$ cat src/rtl/baud_sel_pkg.sv
package baud_sel_pkg;

  localparam int SEL_W = 4;
  localparam logic [SEL_W-1:0] CODE_TIMER = 4'hD;
  localparam logic [SEL_W-1:0] CODE_PIN16 = 4'hE;
  localparam logic [SEL_W-1:0] CODE_PIN1  = 4'hF;

  // Baud rate in tenths for a table code; 0 means "not a divider code".
  function automatic int unsigned rate_x10(bit alt, int unsigned code);
    case (code)
      0:       return alt ? 750    : 500;
      1:       return 1100;
      2:       return 1345;
      3:       return alt ? 1500   : 2000;
      4:       return 3000;
      5:       return 6000;
      6:       return 12000;
      7:       return alt ? 20000  : 10500;
      8:       return 24000;
      9:       return 48000;
      10:      return alt ? 18000  : 72000;
      11:      return 96000;
      12:      return alt ? 192000 : 384000;
      default: return 0;
    endcase
  endfunction

  // Reference enables per 16x tick, rounded to nearest.
  function automatic int unsigned rate_div(longint unsigned ref_hz, bit alt,
                                           int unsigned code);
    longint unsigned r;
    r = longint'(rate_x10(alt, code));
    if (r == 0) return 0;
    return int'((ref_hz * 10 + 8 * r) / (16 * r));
  endfunction

  function automatic int unsigned max_rate_div(longint unsigned ref_hz);
    int unsigned m;
    m = 1;
    for (int a = 0; a < 2; a++) begin
      for (int c = 0; c < (1 << SEL_W); c++) begin
        if (rate_div(ref_hz, a[0], c) > m) m = rate_div(ref_hz, a[0], c);
      end
    end
    return m;
  endfunction

endpackage

$ cat src/rtl/baud_rate_div.sv
module baud_rate_div
  import baud_sel_pkg::*;
#(
  parameter longint unsigned REF_HZ = 3686400,
  parameter int              CNT_W  = 13
) (
  input  logic             clk,
  input  logic             rst_n,
  input  logic             ref_en_i,
  input  logic             alt_i,
  input  logic [SEL_W-1:0] code_i,
  output logic             tick_o
);

  localparam int TAB_N = 2 * (1 << SEL_W);

  logic [CNT_W-1:0] div_tab [TAB_N];
  logic [SEL_W:0]   cfg_d, cfg_q;
  logic [CNT_W-1:0] cnt_d, cnt_q, div_cur;
  logic             cfg_new, active, wrap;

  for (genvar g = 0; g < TAB_N; g++) begin : g_tab
    localparam int unsigned D = rate_div(REF_HZ, (g >= (1 << SEL_W)), g % (1 << SEL_W));
    assign div_tab[g] = CNT_W'(D);
  end

  assign cfg_d   = {alt_i, code_i};
  assign div_cur = div_tab[cfg_d];
  assign cfg_new = (cfg_d != cfg_q);
  assign active  = (div_cur != '0);
  assign wrap    = active && !cfg_new && ref_en_i && (cnt_q == div_cur - CNT_W'(1));
  assign tick_o  = wrap;

  always_comb begin
    cnt_d = cnt_q;
    if (cfg_new || !active) begin
      cnt_d = '0;
    end else if (ref_en_i) begin
      cnt_d = wrap ? '0 : cnt_q + CNT_W'(1);
    end
  end

  always_ff @(posedge clk or negedge rst_n) begin
    if (!rst_n) begin
      cfg_q <= '0;
      cnt_q <= '0;
    end else begin
      cfg_q <= cfg_d;
      cnt_q <= cnt_d;
    end
  end

  AST_CNT_BELOW_DIV: assert property (@(posedge clk) disable iff (!rst_n)
    (!cfg_new && active) |-> (cnt_q < div_cur));
  AST_WRAP_RESTARTS: assert property (@(posedge clk) disable iff (!rst_n)
    tick_o |=> (cnt_q == '0));
  AST_NO_RUNT: assert property (@(posedge clk) disable iff (!rst_n)
    cfg_new |=> !tick_o);

endmodule

$ cat src/rtl/baud_pin_edge.sv
module baud_pin_edge (
  input  logic clk,
  input  logic rst_n,
  input  logic pin_i,
  output logic rise_o
);

  logic s1_q, s2_q, s3_q;

  always_ff @(posedge clk or negedge rst_n) begin
    if (!rst_n) begin
      s1_q <= 1'b0;
      s2_q <= 1'b0;
      s3_q <= 1'b0;
    end else begin
      s1_q <= pin_i;
      s2_q <= s1_q;
      s3_q <= s2_q;
    end
  end

  assign rise_o = s2_q & ~s3_q;

  AST_RISE_SINGLE: assert property (@(posedge clk) disable iff (!rst_n)
    rise_o |=> !rise_o);

endmodule

$ cat src/rtl/baud_src_mux.sv
module baud_src_mux
  import baud_sel_pkg::*;
(
  input  logic             clk,
  input  logic             rst_n,
  input  logic [SEL_W-1:0] code_i,
  input  logic             div_tick_i,
  input  logic             timer_i,
  input  logic             pin_rise_i,
  output logic             tick_o,
  output logic             x1_o
);

  logic tick_d, x1_d;

  always_comb begin
    case (code_i)
      CODE_TIMER:           tick_d = timer_i;
      CODE_PIN16, CODE_PIN1: tick_d = pin_rise_i;
      default:              tick_d = div_tick_i;
    endcase
    x1_d = (code_i == CODE_PIN1);
  end

  always_ff @(posedge clk or negedge rst_n) begin
    if (!rst_n) begin
      tick_o <= 1'b0;
      x1_o   <= 1'b0;
    end else begin
      tick_o <= tick_d;
      x1_o   <= x1_d;
    end
  end

  AST_TIMER_PASS: assert property (@(posedge clk) disable iff (!rst_n)
    (code_i == CODE_TIMER && timer_i) |=> tick_o);
  AST_X1_SET: assert property (@(posedge clk) disable iff (!rst_n)
    (code_i == CODE_PIN1) |=> x1_o);
  AST_X1_CLEAR: assert property (@(posedge clk) disable iff (!rst_n)
    (code_i != CODE_PIN1) |=> !x1_o);

endmodule

$ cat src/rtl/baud_clk_sel.sv
module baud_clk_sel
  import baud_sel_pkg::*;
#(
  parameter longint unsigned REF_HZ = 3686400
) (
  input  logic             clk,
  input  logic             rst_n,
  input  logic             ref_en_i,
  input  logic [SEL_W-1:0] rx_a_sel_i,
  input  logic [SEL_W-1:0] tx_a_sel_i,
  input  logic [SEL_W-1:0] rx_b_sel_i,
  input  logic [SEL_W-1:0] tx_b_sel_i,
  input  logic             alt_set_i,
  input  logic             timer_pulse_i,
  input  logic [3:0]       ext_clk_i,
  output logic [3:0]       tick_o,
  output logic [3:0]       x1_o
);

  localparam int N_CHAN = 2;
  localparam int PATHS  = 2 * N_CHAN;
  localparam int CNT_W  = $clog2(max_rate_div(REF_HZ) + 1);

  logic             rst_meta_q, rst_sync_q;
  logic [SEL_W-1:0] sel [PATHS];
  logic [PATHS-1:0] div_tick, pin_rise;

  always_ff @(posedge clk or negedge rst_n) begin
    if (!rst_n) begin
      rst_meta_q <= 1'b0;
      rst_sync_q <= 1'b0;
    end else begin
      rst_meta_q <= 1'b1;
      rst_sync_q <= rst_meta_q;
    end
  end

  assign sel[0] = rx_a_sel_i;
  assign sel[1] = tx_a_sel_i;
  assign sel[2] = rx_b_sel_i;
  assign sel[3] = tx_b_sel_i;

  for (genvar p = 0; p < PATHS; p++) begin : g_path
    baud_rate_div #(.REF_HZ(REF_HZ), .CNT_W(CNT_W)) u_div (
      .clk      (clk),
      .rst_n    (rst_sync_q),
      .ref_en_i (ref_en_i),
      .alt_i    (alt_set_i),
      .code_i   (sel[p]),
      .tick_o   (div_tick[p])
    );

    baud_pin_edge u_pin (
      .clk    (clk),
      .rst_n  (rst_sync_q),
      .pin_i  (ext_clk_i[p]),
      .rise_o (pin_rise[p])
    );

    baud_src_mux u_mux (
      .clk        (clk),
      .rst_n      (rst_sync_q),
      .code_i     (sel[p]),
      .div_tick_i (div_tick[p]),
      .timer_i    (timer_pulse_i),
      .pin_rise_i (pin_rise[p]),
      .tick_o     (tick_o[p]),
      .x1_o       (x1_o[p])
    );
  end

  AST_RESET_QUIET: assert property (@(posedge clk)
    !rst_sync_q |=> (tick_o == '0 && x1_o == '0));
  AST_REF_GATES: assert property (@(posedge clk) disable iff (!rst_sync_q)
    (!ref_en_i && sel[0] < CODE_TIMER) |=> !tick_o[0]);

endmodule

$ cat config.mk
export PLATFORM = sky130hd
export DESIGN_NAME = baud_clk_sel
export DESIGN_NICKNAME = d
export VERILOG_FILES = /design/src/rtl/baud_sel_pkg.sv /design/src/rtl/baud_rate_div.sv /design/src/rtl/baud_pin_edge.sv /design/src/rtl/baud_src_mux.sv /design/src/rtl/baud_clk_sel.sv
export SDC_FILE = /design/constraint.sdc
export NUM_CORES = 1
export LEC_CHECK = 0
export BUFFER_PORTS_ARGS = -buffer_cell sky130_fd_sc_hd__buf_2
export CAP_MARGIN = 15
export CORE_MARGIN = 2
export CORE_UTILIZATION = 25
export DETAILED_ROUTE_END_ITERATION = 7
export GPL_TIMING_DRIVEN = 0
export PLACE_DENSITY_LB_ADDON = 0.25
export SYNTH_ARGS = -nofsm -noshare
export SYNTH_HDL_FRONTEND = slang
export SYNTH_SLANG_ARGS = --single-unit
$ cat constraint.sdc
create_clock -name clk -period 7.9 [get_ports clk]
set_input_delay 0.395 -clock clk [delete_from_list [all_inputs] [get_ports clk]]
set_output_delay 0.395 -clock clk [all_outputs]
set_load 0.02 [all_outputs]
==> metrics <==
status complete, no violations; core area 30600 sq um; DR vias/cell 5.20; Post-CTS Setup Bufs 0; max-cap violation count 0; 1st-iter DRT viols 503; Seq pwr share 38.1%; Port Buffers 32; # fillers 3268; final setup margin 3.48 ns; Area growth syn-to-layout 13.3%; setup TNS 0 ns; register area share after synthesis 29.4%; Root Buffer clkbuf_16; FFs w/ async S/R, synth 100%; final hold viol count 0; Hold Crit Class in2reg; Leak 0.00365 uW; crit path time final 4.42 ns; Slew @ Worst Pin 0.805 ns; R2R cell count 6; unrepaired setup endpoints after global routing false; Critical Path Fanout Max 10; Comb power frac 21.6%; max-slew violations 0; Routed Wire Length 21.7 mm; Post-Synthesis Cells 918; Die Wd 180 microns; CP required 8.13 ns; Avg WL per Cell 15.9 microns; Final setup viols 0; sw power 374 uW; Ys Warns 0; Total GRT Usage 13.4%; internal cell power 892 uW; sw frac 29.6%; flops & latches, synth 91; r2r endpoint g_path[3].u_div.cnt_q[10]; slew margin rel. 46.4%; worst clock skew 0.0104 ns; crit start category input pin; maximum VDD drop 115 uV; DRC 0; total global routing overflow 0; initial antenna violation count 1; CTS clk-pin slew, worst paths 0.07 ns; Clock Sinks 91; first-pass iteration count of the detailed router 5; routability congestion estimate 0.831; r2r setup slk 5.00 ns; via count 7101; Antenna Nets Post-Route 0; share of layout cells above drive strength 1 11.6%; crit path kind in2reg; I/O pin count 33; PwrDens 144 nW/um^2; syn_area_per_cell 8.45 sq um; Synth Cell Area 7760 sq um; Longest Clk Path Bufs 2; multi-input logic area 5030 sq um; Worst Path Arrival 4.65 ns; largest net degree at the start of global routing 56; final core utilization 28.7%; dominant synthesized flop cell dfrtp_1; register area 2280 sq um; Max Freq 0.226 GHz; HP Start ext_clk_i[3]; dpl hpwl 16.2 mm; period utilization 56.0%; vias in the first global route 6765; library cells used by synthesis 77; Min-Delay Path Depth 1; Clk network pwr share 40.3%; CTS Buf Count 9; Worst-Skew Late Latency 0.36 ns; die area 32500 sq um; # nets final 1024; Placement Setup Slack 3.13 ns; Die H 180 microns; CTS tree built; Critical Path End Type flop; post-synth net total 979; first-pass GRT wire length 35.8 mm; Hold Path Sink g_path[3].u_pin.s1_q; FP Rows 64; Initial Utilization 25.4%; worst r2r src g_path[0].u_div.cfg_q[4]; EDFF count, synth 0; H-tree depth 3
-- registers in the layout, indices dropped and copies added, names as in the netlist --
register             count
g_path.u_pin.s3_q        4
g_path.u_pin.s1_q        4
g_path.u_mux.x1_o        4
g_path.u_div.cnt_q      52
g_path.u_mux.tick_o      4
rst_sync_q               1
g_path.u_div.cfg_q      17
rst_meta_q               1
g_path.u_pin.s2_q        4
-- through the flow --
step	instances	hold slack [ns]	cell area, sq um	power [uW]
4_1_cts	1364	0.125	8790	1280
5_1_grt	1365	0.124	8790	1340
3_3_place_gp	1346	0.181	8410	762
2_1_floorplan	918	0.0994	7760	690
3_5_place_dp	1347	0.182	8450	763
6_report	1365	0.145	8790	1270
-- cells in the final DEF (no fill, tap or decap), types with 9 or more instances in the layout --
cell	n
a21o_1	10
a21oi_1	25
a31oi_1	15
and3_1	24
buf_2	53
buf_4	10
clkbuf_1	23
clkbuf_16	9
dfrtp_1	90
ha_1	36
inv_1	32
mux2i_1	19
nand2_1	76
nand2b_1	13
nand3_1	58
nand4_1	12
nand4b_1	14
nor2_1	55
nor2b_1	13
nor3_1	34
nor3b_1	10
o211ai_1	15
o21ai_0	41
o21bai_1	10
o22ai_1	9
o31ai_1	9
or3_1	11
xnor2_1	45
xor2_1	41
-- timing repair --
action | in CTS | in global routing
resized for setup | 0 | 0
endpoints found under the hold margin | 2 | 0
hold buffers | 1 | 0
-- synth_stat cells (all sizes together) (4+ instances only) --
cell type / count / area (sq um)
a2111oi: 5 / 62.6
nor4: 7 / 43.8
mux2i: 19 / 190
nor3: 34 / 170
inv: 32 / 120
a211oi: 5 / 37.5
a22oi: 5 / 37.5
a21oi: 25 / 125
mux2: 4 / 45.0
o31ai: 10 / 88.8
clkbuf: 23 / 88.8
nand3: 58 / 290
and2: 8 / 50.1
nor2b: 13 / 81.3
o22ai: 9 / 56.3
nand2: 76 / 285
a31oi: 15 / 93.8
xor2: 41 / 359
nand3b: 7 / 52.6
xnor2: 45 / 394
nand2b: 13 / 81.3
nor2: 55 / 206
a21o: 10 / 75.1
dfrtp: 91 / 2280
ha: 36 / 450
nor4b: 8 / 70.1
and3: 24 / 150
o211ai: 15 / 113
nand4b: 14 / 123
buf: 37 / 240
or3: 11 / 68.8
a221oi: 6 / 58.8
o21bai: 10 / 75.1
o21ai: 42 / 210
nor3b: 10 / 75.1
nand4: 12 / 75.1
o22a: 5 / 43.8
or4: 8 / 60.1
o211a: 4 / 40.0
a22o: 7 / 61.3
a221o: 4 / 40.0
or2: 8 / 50.1
a32o: 5 / 50.1
-- power groups by stage --
stage	clock network (uW)	registers, uW	logic [uW]
global placement	0	498	263
global route	548	485	303
floorplan	0	494	196
CTS	529	483	272
finish	510	483	274
detailed placement	0	493	270
-- worst max-delay path: stages --
cell and delay (ns):
buf_2 0.16, clkbuf_1 0.42, inv_1 0.18, ha_1 0.37
mux2_2 0.28, nand2_1 0.11, ha_1 0.20, nand2_1 0.05
or3_1 0.30, clkbuf_1 0.18, nor4_1 0.65, o21a_1 0.22
o211a_1 0.14, or4b_1 0.41, buf_2 0.20, nand2_1 0.24
o311ai_1 0.14
-- layout make-up --
| cell class | instances | share of cell area (%) |
|---|---|---|
| timing repair buffer | 34 | 2.25 |
| clock buffer | 11 | 2.65 |
| clock inverter | 5 | 1.17 |
| antenna | 1 | 0.0285 |
| buffer | 60 | 3.74 |
| multi-input combinational | 735 | 57.2 |
| sequential | 91 | 25.9 |
| tap | 396 | 5.63 |
| inverter | 32 | 1.37 |
-- worst max path at each step --
stage                  start                         to  slack (ns)
2_1_floorplan  tx_b_sel_i[1]   g_path[3].u_div.cnt_q[6]        3.89
3_3_place_gp   tx_b_sel_i[1]  g_path[3].u_div.cnt_q[10]        3.10
3_5_place_dp   tx_b_sel_i[1]  g_path[3].u_div.cnt_q[10]        3.13
4_1_cts        tx_b_sel_i[1]  g_path[3].u_div.cnt_q[10]        3.50
5_1_grt        tx_b_sel_i[1]  g_path[3].u_div.cnt_q[12]        3.14
6_report       tx_b_sel_i[1]  g_path[3].u_div.cnt_q[10]        3.48
-- layer usage --
layer	wire length [microns]	global-route usage, %	vias up	share of wire, %
li1	-	-	3470	-
met5	0	0	-	0
met2	9760	21.0	166	45
met1	10700	18.8	3441	49
met3	884	1.94	24	4.1
met4	376	4.45	0	1.7
-- cells by family (layout without fill, tap and decap cells) --
group	count (synthesis)	count (layout)	share of synthesized area [%]
AOI/OAI and AO/OA	212	212	19.8
xor gates and xnor gates	86	86	9.71
adders and majority gates	36	36	5.81
buffers and inverters	92	142	5.79
DFF	91	91	29.4
muxes	24	24	3.32
other	1	2	0.0483
and+or+nand+nor	376	376	26.1
Note: power is estimated with default switching activity, not from simulation.
